`src/rtl/txd_pkg.sv`:
```
package txd_pkg;
    typedef enum logic [1:0] {
        MODE_PLAIN_A = 2'b00,
        MODE_PACKET  = 2'b01,
        MODE_CHUNK   = 2'b10,
        MODE_PLAIN_B = 2'b11
    } bus_mode_e;

    typedef enum logic [1:0] {
        ST_NONE = 2'd0,
        ST_LIVE = 2'd1,
        ST_BAD  = 2'd2
    } sel_state_e;
endpackage

```
`src/rtl/txd_sel_fsm.sv`:
```
module txd_sel_fsm
    import txd_pkg::*;
#(
    parameter int ADDR_W    = 5,
    parameter int NUM_PORTS = 24
) (
    input  logic              clk,
    input  logic              rst_n,
    input  logic              sel_cycle_i,
    input  logic [ADDR_W-1:0] sel_addr_i,
    output sel_state_e        state_o,
    output logic [ADDR_W-1:0] port_o,
    output logic              addr_bad_o
);
    localparam int unsigned PORT_LIMIT = NUM_PORTS;

    sel_state_e        state_q, state_d;
    logic [ADDR_W-1:0] port_q, port_d;

    assign addr_bad_o = (32'(sel_addr_i) >= PORT_LIMIT);

    // next-state decode
    always_comb begin
        state_d = state_q;
        port_d  = port_q;
        unique case (state_q)
            ST_NONE, ST_LIVE, ST_BAD: begin
                if (sel_cycle_i && !addr_bad_o) begin
                    state_d = ST_LIVE;        // SEL_OK
                    port_d  = sel_addr_i;
                end else if (sel_cycle_i) begin
                    state_d = ST_BAD;         // SEL_BAD
                end
            end
            default: state_d = ST_NONE;
        endcase
    end

    // state register
    always_ff @(posedge clk) begin
        if (!rst_n) begin
            state_q <= ST_NONE;
            port_q  <= '0;
        end else begin
            state_q <= state_d;
            port_q  <= port_d;
        end
    end

    assign state_o = state_q;
    assign port_o  = port_q;

    assert_valid_latch_R2: assert property (@(posedge clk) disable iff (!rst_n)
        (sel_cycle_i && !addr_bad_o) |=> (state_q == ST_LIVE && port_q == $past(sel_addr_i)));

    assert_bad_state_R5: assert property (@(posedge clk) disable iff (!rst_n)
        (sel_cycle_i && addr_bad_o) |=> (state_q == ST_BAD));

    assert_hold_R4: assert property (@(posedge clk) disable iff (!rst_n)
        !sel_cycle_i |=> ($stable(state_q) && $stable(port_q)));
endmodule

```
`src/rtl/txd_wr_decode.sv`:
```
module txd_wr_decode #(
    parameter int ADDR_W    = 5,
    parameter int NUM_PORTS = 24
) (
    input  logic                 wr_i,
    input  logic [ADDR_W-1:0]    port_i,
    output logic [NUM_PORTS-1:0] wr_vec_o
);
    for (genvar p = 0; p < NUM_PORTS; p++) begin : g_port
        assign wr_vec_o[p] = wr_i && (port_i == ADDR_W'(p));
    end
endmodule

```
`src/rtl/txd_port_demux.sv`:
```
module txd_port_demux
    import txd_pkg::*;
#(
    parameter int DATA_W    = 16,
    parameter int ADDR_W    = 5,
    parameter int NUM_PORTS = 24
) (
    input  logic                 clk,
    input  logic                 rst_n,
    input  logic [1:0]           mode_i,
    input  logic                 bus_en_i,
    input  logic [DATA_W-1:0]    bus_data_i,
    input  logic                 bus_sop_i,
    input  logic                 bus_eop_i,
    input  logic                 bus_odd_i,
    input  logic                 bus_strobe_i,
    output logic [NUM_PORTS-1:0] fifo_wr_o,
    output logic [DATA_W-1:0]    fifo_data_o,
    output logic                 fifo_sop_o,
    output logic                 fifo_eop_o,
    output logic                 fifo_odd_o,
    output logic                 fifo_pstart_o,
    output logic                 err_o
);
    localparam int ADDR_LSB = DATA_W - ADDR_W;

    bus_mode_e         mode;
    logic              sel_cycle, addr_bad;
    logic [ADDR_W-1:0] sel_addr, cur_port, tgt_port;
    sel_state_e        sel_state;
    logic              wr_d, err_d, pstart_d;
    logic [NUM_PORTS-1:0] wr_vec;

    assign mode      = bus_mode_e'(mode_i);
    assign sel_addr  = bus_data_i[DATA_W-1:ADDR_LSB];
    assign sel_cycle = (mode == MODE_PACKET) && bus_en_i && bus_strobe_i;

    txd_sel_fsm #(.ADDR_W(ADDR_W), .NUM_PORTS(NUM_PORTS)) u_fsm (
        .clk        (clk),
        .rst_n      (rst_n),
        .sel_cycle_i(sel_cycle),
        .sel_addr_i (sel_addr),
        .state_o    (sel_state),
        .port_o     (cur_port),
        .addr_bad_o (addr_bad)
    );

    // write / error decision for this bus cycle
    always_comb begin
        wr_d     = 1'b0;
        err_d    = 1'b0;
        pstart_d = 1'b0;
        tgt_port = cur_port;
        if (bus_en_i) begin
            unique case (mode)
                MODE_CHUNK: begin
                    wr_d     = 1'b1;
                    tgt_port = '0;
                    pstart_d = bus_strobe_i;
                end
                MODE_PACKET: begin
                    if (bus_strobe_i) begin
                        err_d = addr_bad;
                    end else if (sel_state == ST_LIVE) begin
                        wr_d = 1'b1;
                    end else begin
                        err_d = 1'b1;
                    end
                end
                MODE_PLAIN_A, MODE_PLAIN_B: begin
                    if (sel_state == ST_LIVE) wr_d = 1'b1;
                    else                      err_d = 1'b1;
                end
                default: ;
            endcase
        end
    end

    txd_wr_decode #(.ADDR_W(ADDR_W), .NUM_PORTS(NUM_PORTS)) u_dec (
        .wr_i    (wr_d),
        .port_i  (tgt_port),
        .wr_vec_o(wr_vec)
    );

    // registered outputs
    always_ff @(posedge clk) begin
        if (!rst_n) begin
            fifo_wr_o     <= '0;
            fifo_data_o   <= '0;
            fifo_sop_o    <= 1'b0;
            fifo_eop_o    <= 1'b0;
            fifo_odd_o    <= 1'b0;
            fifo_pstart_o <= 1'b0;
            err_o         <= 1'b0;
        end else begin
            fifo_wr_o     <= wr_vec;
            fifo_data_o   <= bus_data_i;
            fifo_sop_o    <= bus_en_i && bus_sop_i;
            fifo_eop_o    <= bus_en_i && bus_eop_i;
            fifo_odd_o    <= bus_en_i && bus_odd_i;
            fifo_pstart_o <= pstart_d;
            err_o         <= err_d;
        end
    end

    assert_onehot_wr_R3: assert property (@(posedge clk) disable iff (!rst_n)
        $onehot0(fifo_wr_o));

    assert_select_no_write_R2: assert property (@(posedge clk) disable iff (!rst_n)
        sel_cycle |=> (fifo_wr_o == '0));

    assert_bad_addr_err_R5: assert property (@(posedge clk) disable iff (!rst_n)
        (sel_cycle && addr_bad) |=> err_o);

    assert_unselected_drop_R6: assert property (@(posedge clk) disable iff (!rst_n)
        (bus_en_i && mode != MODE_CHUNK && sel_state != ST_LIVE) |=> (fifo_wr_o == '0));

    assert_chunk_port0_R7: assert property (@(posedge clk) disable iff (!rst_n)
        (bus_en_i && mode == MODE_CHUNK) |=> (fifo_wr_o[0] && !err_o));

    assert_idle_quiet_R9: assert property (@(posedge clk) disable iff (!rst_n)
        !bus_en_i |=> (fifo_wr_o == '0 && !err_o));
endmodule

```
`config.mk`:
```
export PLATFORM = sky130hd
export DESIGN_NAME = txd_port_demux
export DESIGN_NICKNAME = d
export VERILOG_FILES = /design/src/rtl/txd_pkg.sv /design/src/rtl/txd_sel_fsm.sv /design/src/rtl/txd_wr_decode.sv /design/src/rtl/txd_port_demux.sv
export SDC_FILE = /design/constraint.sdc
export NUM_CORES = 1
export LEC_CHECK = 0
export BUFFER_PORTS_ARGS = -buffer_cell sky130_fd_sc_hd__buf_4
export CORE_MARGIN = 5
export CORE_UTILIZATION = 31
export CTS_CLUSTER_DIAMETER = 50
export DETAILED_ROUTE_END_ITERATION = 8
export PLACE_DENSITY_LB_ADDON = 0.05
export SYNTH_ARGS = -nofsm -noshare
export SYNTH_HDL_FRONTEND = slang
export SYNTH_SLANG_ARGS = --single-unit
```
`constraint.sdc`:
```
create_clock -name clk -period 1.8 [get_ports clk]
set_input_delay 0.45 -clock clk [delete_from_list [all_inputs] [get_ports clk]]
set_output_delay 0.45 -clock clk [all_outputs]
set_load 0.02 [all_outputs]
```
Word level (Yosys, flattened, before mapping)
Cells that the tools add are included.
{"block": "classes", "n_lt_le_gt_ge": 1, "eq_ne": 28, "mux": 11, "n_bitwise": 2, "n_reduce_logical": 42}
{"operator": "5-bit by 4-bit == test with 1-bit output, second input constant", "n": 8}
{"operator": "5-bit == test, second input constant", "n": 8}
{"operator": "1-bit logical AND", "n": 30}
{"operator": "5-bit by 3-bit == test with 1-bit output, second input constant", "n": 4}
{"operator": "5-bit by 2-bit == test with 1-bit output, second input constant", "n": 2}
{"operator": "5-bit 2-to-1 mux", "n": 2}
{"operator": "1-bit 2-to-1 mux", "n": 7}
{"operator": "2-bit == test, second input constant", "n": 3}
{"operator": "2-bit AND reduction", "n": 3}
{"operator": "3-bit OR reduction", "n": 2}
{"operator": "5-bit by 1-bit == test with 1-bit output, second input constant", "n": 1}
{"operator": "5-bit greater-or-equal comparator, second input constant", "n": 1}
{"operator": "5-bit zero test", "n": 1}
{"operator": "2-bit by 1-bit == test with 1-bit output, second input constant", "n": 2}
{"operator": "2-bit zero test", "n": 2}
{"operator": "1-bit one-hot mux with 3 select lines", "n": 1}
{"operator": "3-bit AND reduction", "n": 1}
{"operator": "1-bit inverter", "n": 2}
{"operator": "1-bit one-hot mux with 2 select lines", "n": 1}
{"operator": "2-bit nonzero test", "n": 1}
{"operator": "2-bit OR reduction", "n": 1}
{"operator": "1-bit zero test", "n": 1}
{"block": "totals", "ff_bits": 52, "inputBits": 25, "out_inout_bits": 45}

Logic depth before layout (Yosys ltp)
{"block": "logic_depth", "depth_word": 6, "mapped_depth": 6, "ltp_nobuf": 5}

Modules after synthesis
Synthesis repeated with hierarchy kept, for this count alone.
{"block": "hier_totals", "hier_cells": 184, "area_unflattened_um2": 1808.0}
{"mod": "txd_port_demux", "instances": 1, "cells_each": 116, "area_per_inst_um2": 1342.5, "seq_area_each_um2": 900.9}
{"mod": "txd_sel_fsm", "instances": 1, "cells_each": 33, "area_per_inst_um2": 287.8, "seq_area_each_um2": 140.1}
{"mod": "txd_wr_decode", "instances": 1, "cells_each": 35, "area_per_inst_um2": 177.7, "seq_area_each_um2": 0.0}

Worst setup path after synthesis
Ideal clock, no wire load.
{"block": "synth_path", "path_kind": "in2reg", "from": "in mode_i[0]", "to": "reg fifo_wr_o[4]", "setup_time_ns": 0.131, "arrival_time_ns": 1.407, "t_required_ns": 1.669, "path_slack_ns": 0.262, "path_stages": 5, "path_cell_list": "inv_1 -> ha_1 -> or2_4 -> o221ai_2 -> nor3_1"}
{"block": "synth_via", "elab_chain_len": 5, "elab_cells_between_ends": 11, "classes_between": "4 x eq/ne; 4 x mux; 3 x reduce/logical"}
{"item": "start, declared", "line_no": "txd_port_demux.sv:10", "rtl": "input logic [1:0] mode_i,"}
{"item": "2-bit == test / 2-bit zero test (equally long branches)", "line_no": "txd_port_demux.sv:55", "rtl": "unique case (mode)"}
{"item": "5-bit 2-to-1 mux / 2-bit OR reduction (equally long branches)", "line_no": "txd_port_demux.sv:55"}
{"item": "5-bit 2-to-1 mux / 1-bit one-hot mux with 3 select lines (equally long branches)", "line_no": "txd_port_demux.sv:54, txd_port_demux.sv:55"}
{"item": "5-bit by 3-bit == test with 1-bit output / 1-bit 2-to-1 mux (equally long branches)", "line_no": "txd_wr_decode.sv:10, txd_port_demux.sv:54"}
{"item": "1-bit logical AND *", "line_no": "txd_wr_decode.sv:10", "rtl": "assign wr_vec_o[p] = wr_i && (port_i == ADDR_W'(p));"}
{"item": "end signal, assigned", "line_no": "txd_port_demux.sv:96", "rtl": "fifo_wr_o <= wr_vec;"}
{"item": "end, declared", "line_no": "txd_port_demux.sv:17", "rtl": "output logic [NUM_PORTS-1:0] fifo_wr_o,"}
Every way passes the cells marked *; elsewhere a longest branch is shown, timed or not.
A chain may end at the register's enable or synchronous reset.

Final worst setup path
{"block": "layout_path", "from": "in mode_i[0]", "to": "reg fifo_wr_o[16]"}
{"block": "layout_via", "elab_chain_len": 5, "elab_cells_between_ends": 11, "classes_between": "4 x eq/ne; 4 x mux; 3 x reduce/logical"}
{"item": "2-bit == test / 2-bit zero test (equally long branches)", "line_no": "txd_port_demux.sv:55"}
{"item": "5-bit 2-to-1 mux / 2-bit OR reduction (equally long branches)", "line_no": "txd_port_demux.sv:55"}
{"item": "5-bit 2-to-1 mux / 1-bit one-hot mux with 3 select lines (equally long branches)", "line_no": "txd_port_demux.sv:54, txd_port_demux.sv:55"}
{"item": "5-bit == test / 1-bit 2-to-1 mux (equally long branches)", "line_no": "txd_wr_decode.sv:10, txd_port_demux.sv:54"}
{"item": "1-bit logical AND *", "line_no": "txd_wr_decode.sv:10"}
Marks and branches as above.

==> impl_metrics.py <==
metrics = {
    "status": {
        "status": "finished, final reports clean",
    },
    "timing": {
        "rsz0062_at_grt": "no",
        "setup_slack_ns": 0.326,
        "max_slew.worst_pin.slew_ns": 0.347,
        "fmax_mhz": 678,
        "layout_min_cycle_time_ns": 1.47,
        "hold_ws_ns": 0.343,
        "setup_violations": 0,
        "fin_skew_ns": 0.00631,
        "finalHoldViolCount": 0,
        "finalMaxSlewViolations": 0,
        "slew_headroom_pct": 76.6,
        "fin_crit_sh_pct": 81.9,
    },
    "clock_tree": {
        "cts_resized": 0,
        "cts_post_setup_buffers_inserted": 0,
        "clock_sinks": 52,
        "root_buffer": "clkbuf_8",
        "postCtsHoldBufs": 0,
        "clock_latency_ns": 0.31,
        "clockBufferDepth": 2,
        "htreeDepth": 2,
        "path_clk_slew_ns": 0.09,
        "cts_tree": "done",
        "cts_buffers": 5,
    },
    "min_path": {
        "hold_class": "in2reg",
        "whs_path_depth": 3,
    },
    "worst_setup_path": {
        "endpoint": "fifo_wr_o[16]$_SDFF_PN0_",
        "cp_cell_sequence": "buf_4 > inv_1 > ha_1 > and4b_1 > o221ai_2 > nor4_1",
        "cp-end-kind": "register",
        "r2r_start": "u_fsm.state_o[1]$_SDFFE_PP0P_",
        "cp_max_fo": 9,
        "reg2reg_to": "fifo_wr_o[16]$_SDFF_PN0_",
        "cp-startpoint": "mode_i[0]",
        "crit_path_start_kind": "input pin",
        "path_delay_family": "simple AND/OR/NAND/NOR gates",
        "rrSetupSlack_ns": 0.48,
        "r2r_cells": 3,
        "critPathKind": "in2reg",
        "cp_slowest_cell": "and4b_1",
        "crit_arrival_ns": 1.67,
        "crit_buf_inv": 2,
        "cpPeakStageDelay_ns": 0.32,
        "cp.required_ns": 2.00,
        "worst-path-stages": 6,
    },
    "grt": {
        "gr-total-overflow": 0,
        "grt.total_usage_pct": 11.5,
        "grt_max_degree": 32,
        "antenna_found_initial": 0,
        "grt_pass1_vias": 1495,
        "grt_pass1_wl_mm": 6.79,
    },
    "yosys": {
        "ys_seq_elements": 52,
        "syn_area_per_cell_sq_um": 10.5,
        "yosys_warnings": 0,
        "synthCells": 170,
        "async_flop_share_pct": 0,
        "netlist_top_cells_count": "dfxtp_1 (52), nor3_1 (19), nand2_1 (18), and2_1 (12)",
        "synth_edf_count": 0,
        "ys.flop_type": "dfxtp_1",
        "syn_area_sq_um": 1790,
        "yosys.cell_count.top_type": "dfxtp_1",
        "yosysSeqAreaShare_pct": 58.2,
        "yosys.area.top_type": "dfxtp_1",
        "synth_top_area_share_pct": 58.2,
        "post_synth_main_area_contributors": "dfxtp_1 (58%), nor3_1 (5.3%), and2_1 (4.2%)",
        "synth_nets": 198,
        "synth_cell_types": 38,
    },
    "finish": {
        "drive_gt1_share_pct": 35.1,
        "nFillCells": 573,
        "multi_input_area_sq_um": 667,
        "seqCellArea_sq_um": 1040,
        "design.final.nets": 266,
        "antennaDiodeCount": 0,
        "final_cells": 311,
        "stdcell_area_sq_um": 2440,
        "area_growth_pct": 36.7,
    },
    "routing": {
        "wl_per_cell_um": 12.8,
        "postRouteAntennaNets": 0,
        "vias": 1382,
        "drtPass1Iterations": 4,
        "wl_mm": 3.97,
        "via_per_inst": 4.44,
        "drtIter0Drc": 85,
        "route.detailed.drc": 0,
    },
    "flow_run": {
        "cap_violations": 0,
    },
    "floorplan": {
        "die-width_um": 85.9,
        "start_util_pct": 32.3,
        "io_pins": 70,
        "die_h_um": 85.9,
        "rows": 27,
        "die-area_sq_um": 7390,
        "coreArea_sq_um": 5540,
    },
    "place": {
        "dp_cells": 303,
        "dp_hpwl_mm": 3.09,
        "place_ws_ns": -0.0469,
        "dpl_cell_area_sq_um": 2350,
        "numPortBuffers": 69,
        "gp_congestion": 0.824,
    },
    "power_and_ir_drop": {
        "p_leak_nw": 1.12,
        "combPwrFrac_pct": 9.6,
        "seqPwrFrac_pct": 57.8,
        "sw_frac_of_total_pct": 23.0,
        "peakVddDrop_uv": 350,
        "clkPwrFrac_pct": 32.6,
        "power-per-cell-area_nw_per_um2": 842,
        "p_int_w": 0.00158,
        "switchingPower_w": 0.000473,
    },
}
final cells by class:
class / instances / share of cell area (%)
clock buffers: 7 / 3.53
inverters: 7 / 1.08
well taps: 72 / 3.69
clock inverters: 1 / 0.307
flip-flops and latches: 52 / 42.6
repair buffers: 70 / 21.5
multi-input cells: 102 / 27.3
registers in the layout, summed over array words and instances (netlist names):
| name | cells |
|---|---|
| fifo_data_o | 16 |
| u_fsm.port_o | 5 |
| fifo_eop_o | 1 |
| fifo_wr_o | 24 |
| err_o | 1 |
| u_fsm.state_o | 2 |
| fifo_pstart_o | 1 |
| fifo_odd_o | 1 |
| fifo_sop_o | 1 |
power groups by stage:
stage	clock network [W]	logic, W	registers [W]
after floorplan	0	0.0000792	0.00124
after global placement	0	0.000197	0.00122
after detailed placement	0	0.000201	0.00122
after CTS	0.000701	0.000202	0.00119
after global routing	0.000751	0.000219	0.00119
final	0.000670	0.000199	0.00119
cell usage in the layout, fill, tap and decap left out, types with 3 or more instances in the layout:
cell type	n
and2_1	12
and3_1	4
buf_4	70
clkbuf_8	6
dfxtp_1	52
ha_1	3
inv_1	7
mux2i_1	6
nand2_1	18
nand3b_1	3
nor2_1	7
nor3_1	19
worst min path at each step:
stage                                        startpoint                       endpoint  slack, ns
after global placement    u_fsm.state_o[0]$_SDFFE_PN0P_  u_fsm.state_o[0]$_SDFFE_PN0P_       0.48
after floorplan            u_fsm.port_o[4]$_SDFFE_PN0P_   u_fsm.port_o[4]$_SDFFE_PN0P_       0.46
after detailed placement  u_fsm.state_o[0]$_SDFFE_PN0P_  u_fsm.state_o[0]$_SDFFE_PN0P_       0.50
final                                    bus_data_i[12]     fifo_data_o[12]$_SDFF_PN0_       0.34
after CTS                                bus_data_i[12]     fifo_data_o[12]$_SDFF_PN0_       0.34
after global routing                      bus_data_i[2]      fifo_data_o[2]$_SDFF_PN0_       0.34
per-stage QoR:
step / utilization [%] / power, W / TNS, ns
floorplan: - / 0.00132 / 0
global placement: 42.4 / 0.00141 / -0.00101
detailed placement: 42.4 / 0.00142 / -0.0469
CTS: 44.1 / 0.00209 / 0
global route: 44.1 / 0.00216 / 0
finish: 44.1 / 0.00206 / 0
cell families after synthesis:
kind of cell    after synthesis  synth area share (%)
simple gates                 81                  25.3
flops                        52                  58.2
buf+inv                      16                  4.48
compound gates               12                  6.58
mux                           6                  3.36
fa+ha+maj                     3                  2.10
worst register-to-register path, delay by kind of cell, from the launching register on:
kind	cells	cell delay, ns
and+or+nand+nor	2	0.68
DFF	1	0.35
AOI/OAI and AO/OA	1	0.19
layer usage:
| layer | vias to the layer above | part of all wire (%) | global-route usage [%] |
|---|---|---|---|
| met3 | 7 | 8.1 | 3.27 |
| met4 | 0 | 2.2 | 6.04 |
| met5 | - | 0 | 0 |
| li1 | 711 | - | - |
| met1 | 611 | 42 | 13.1 |
| met2 | 53 | 48 | 19.4 |
Note: power is estimated with default switching activity, not from simulation.
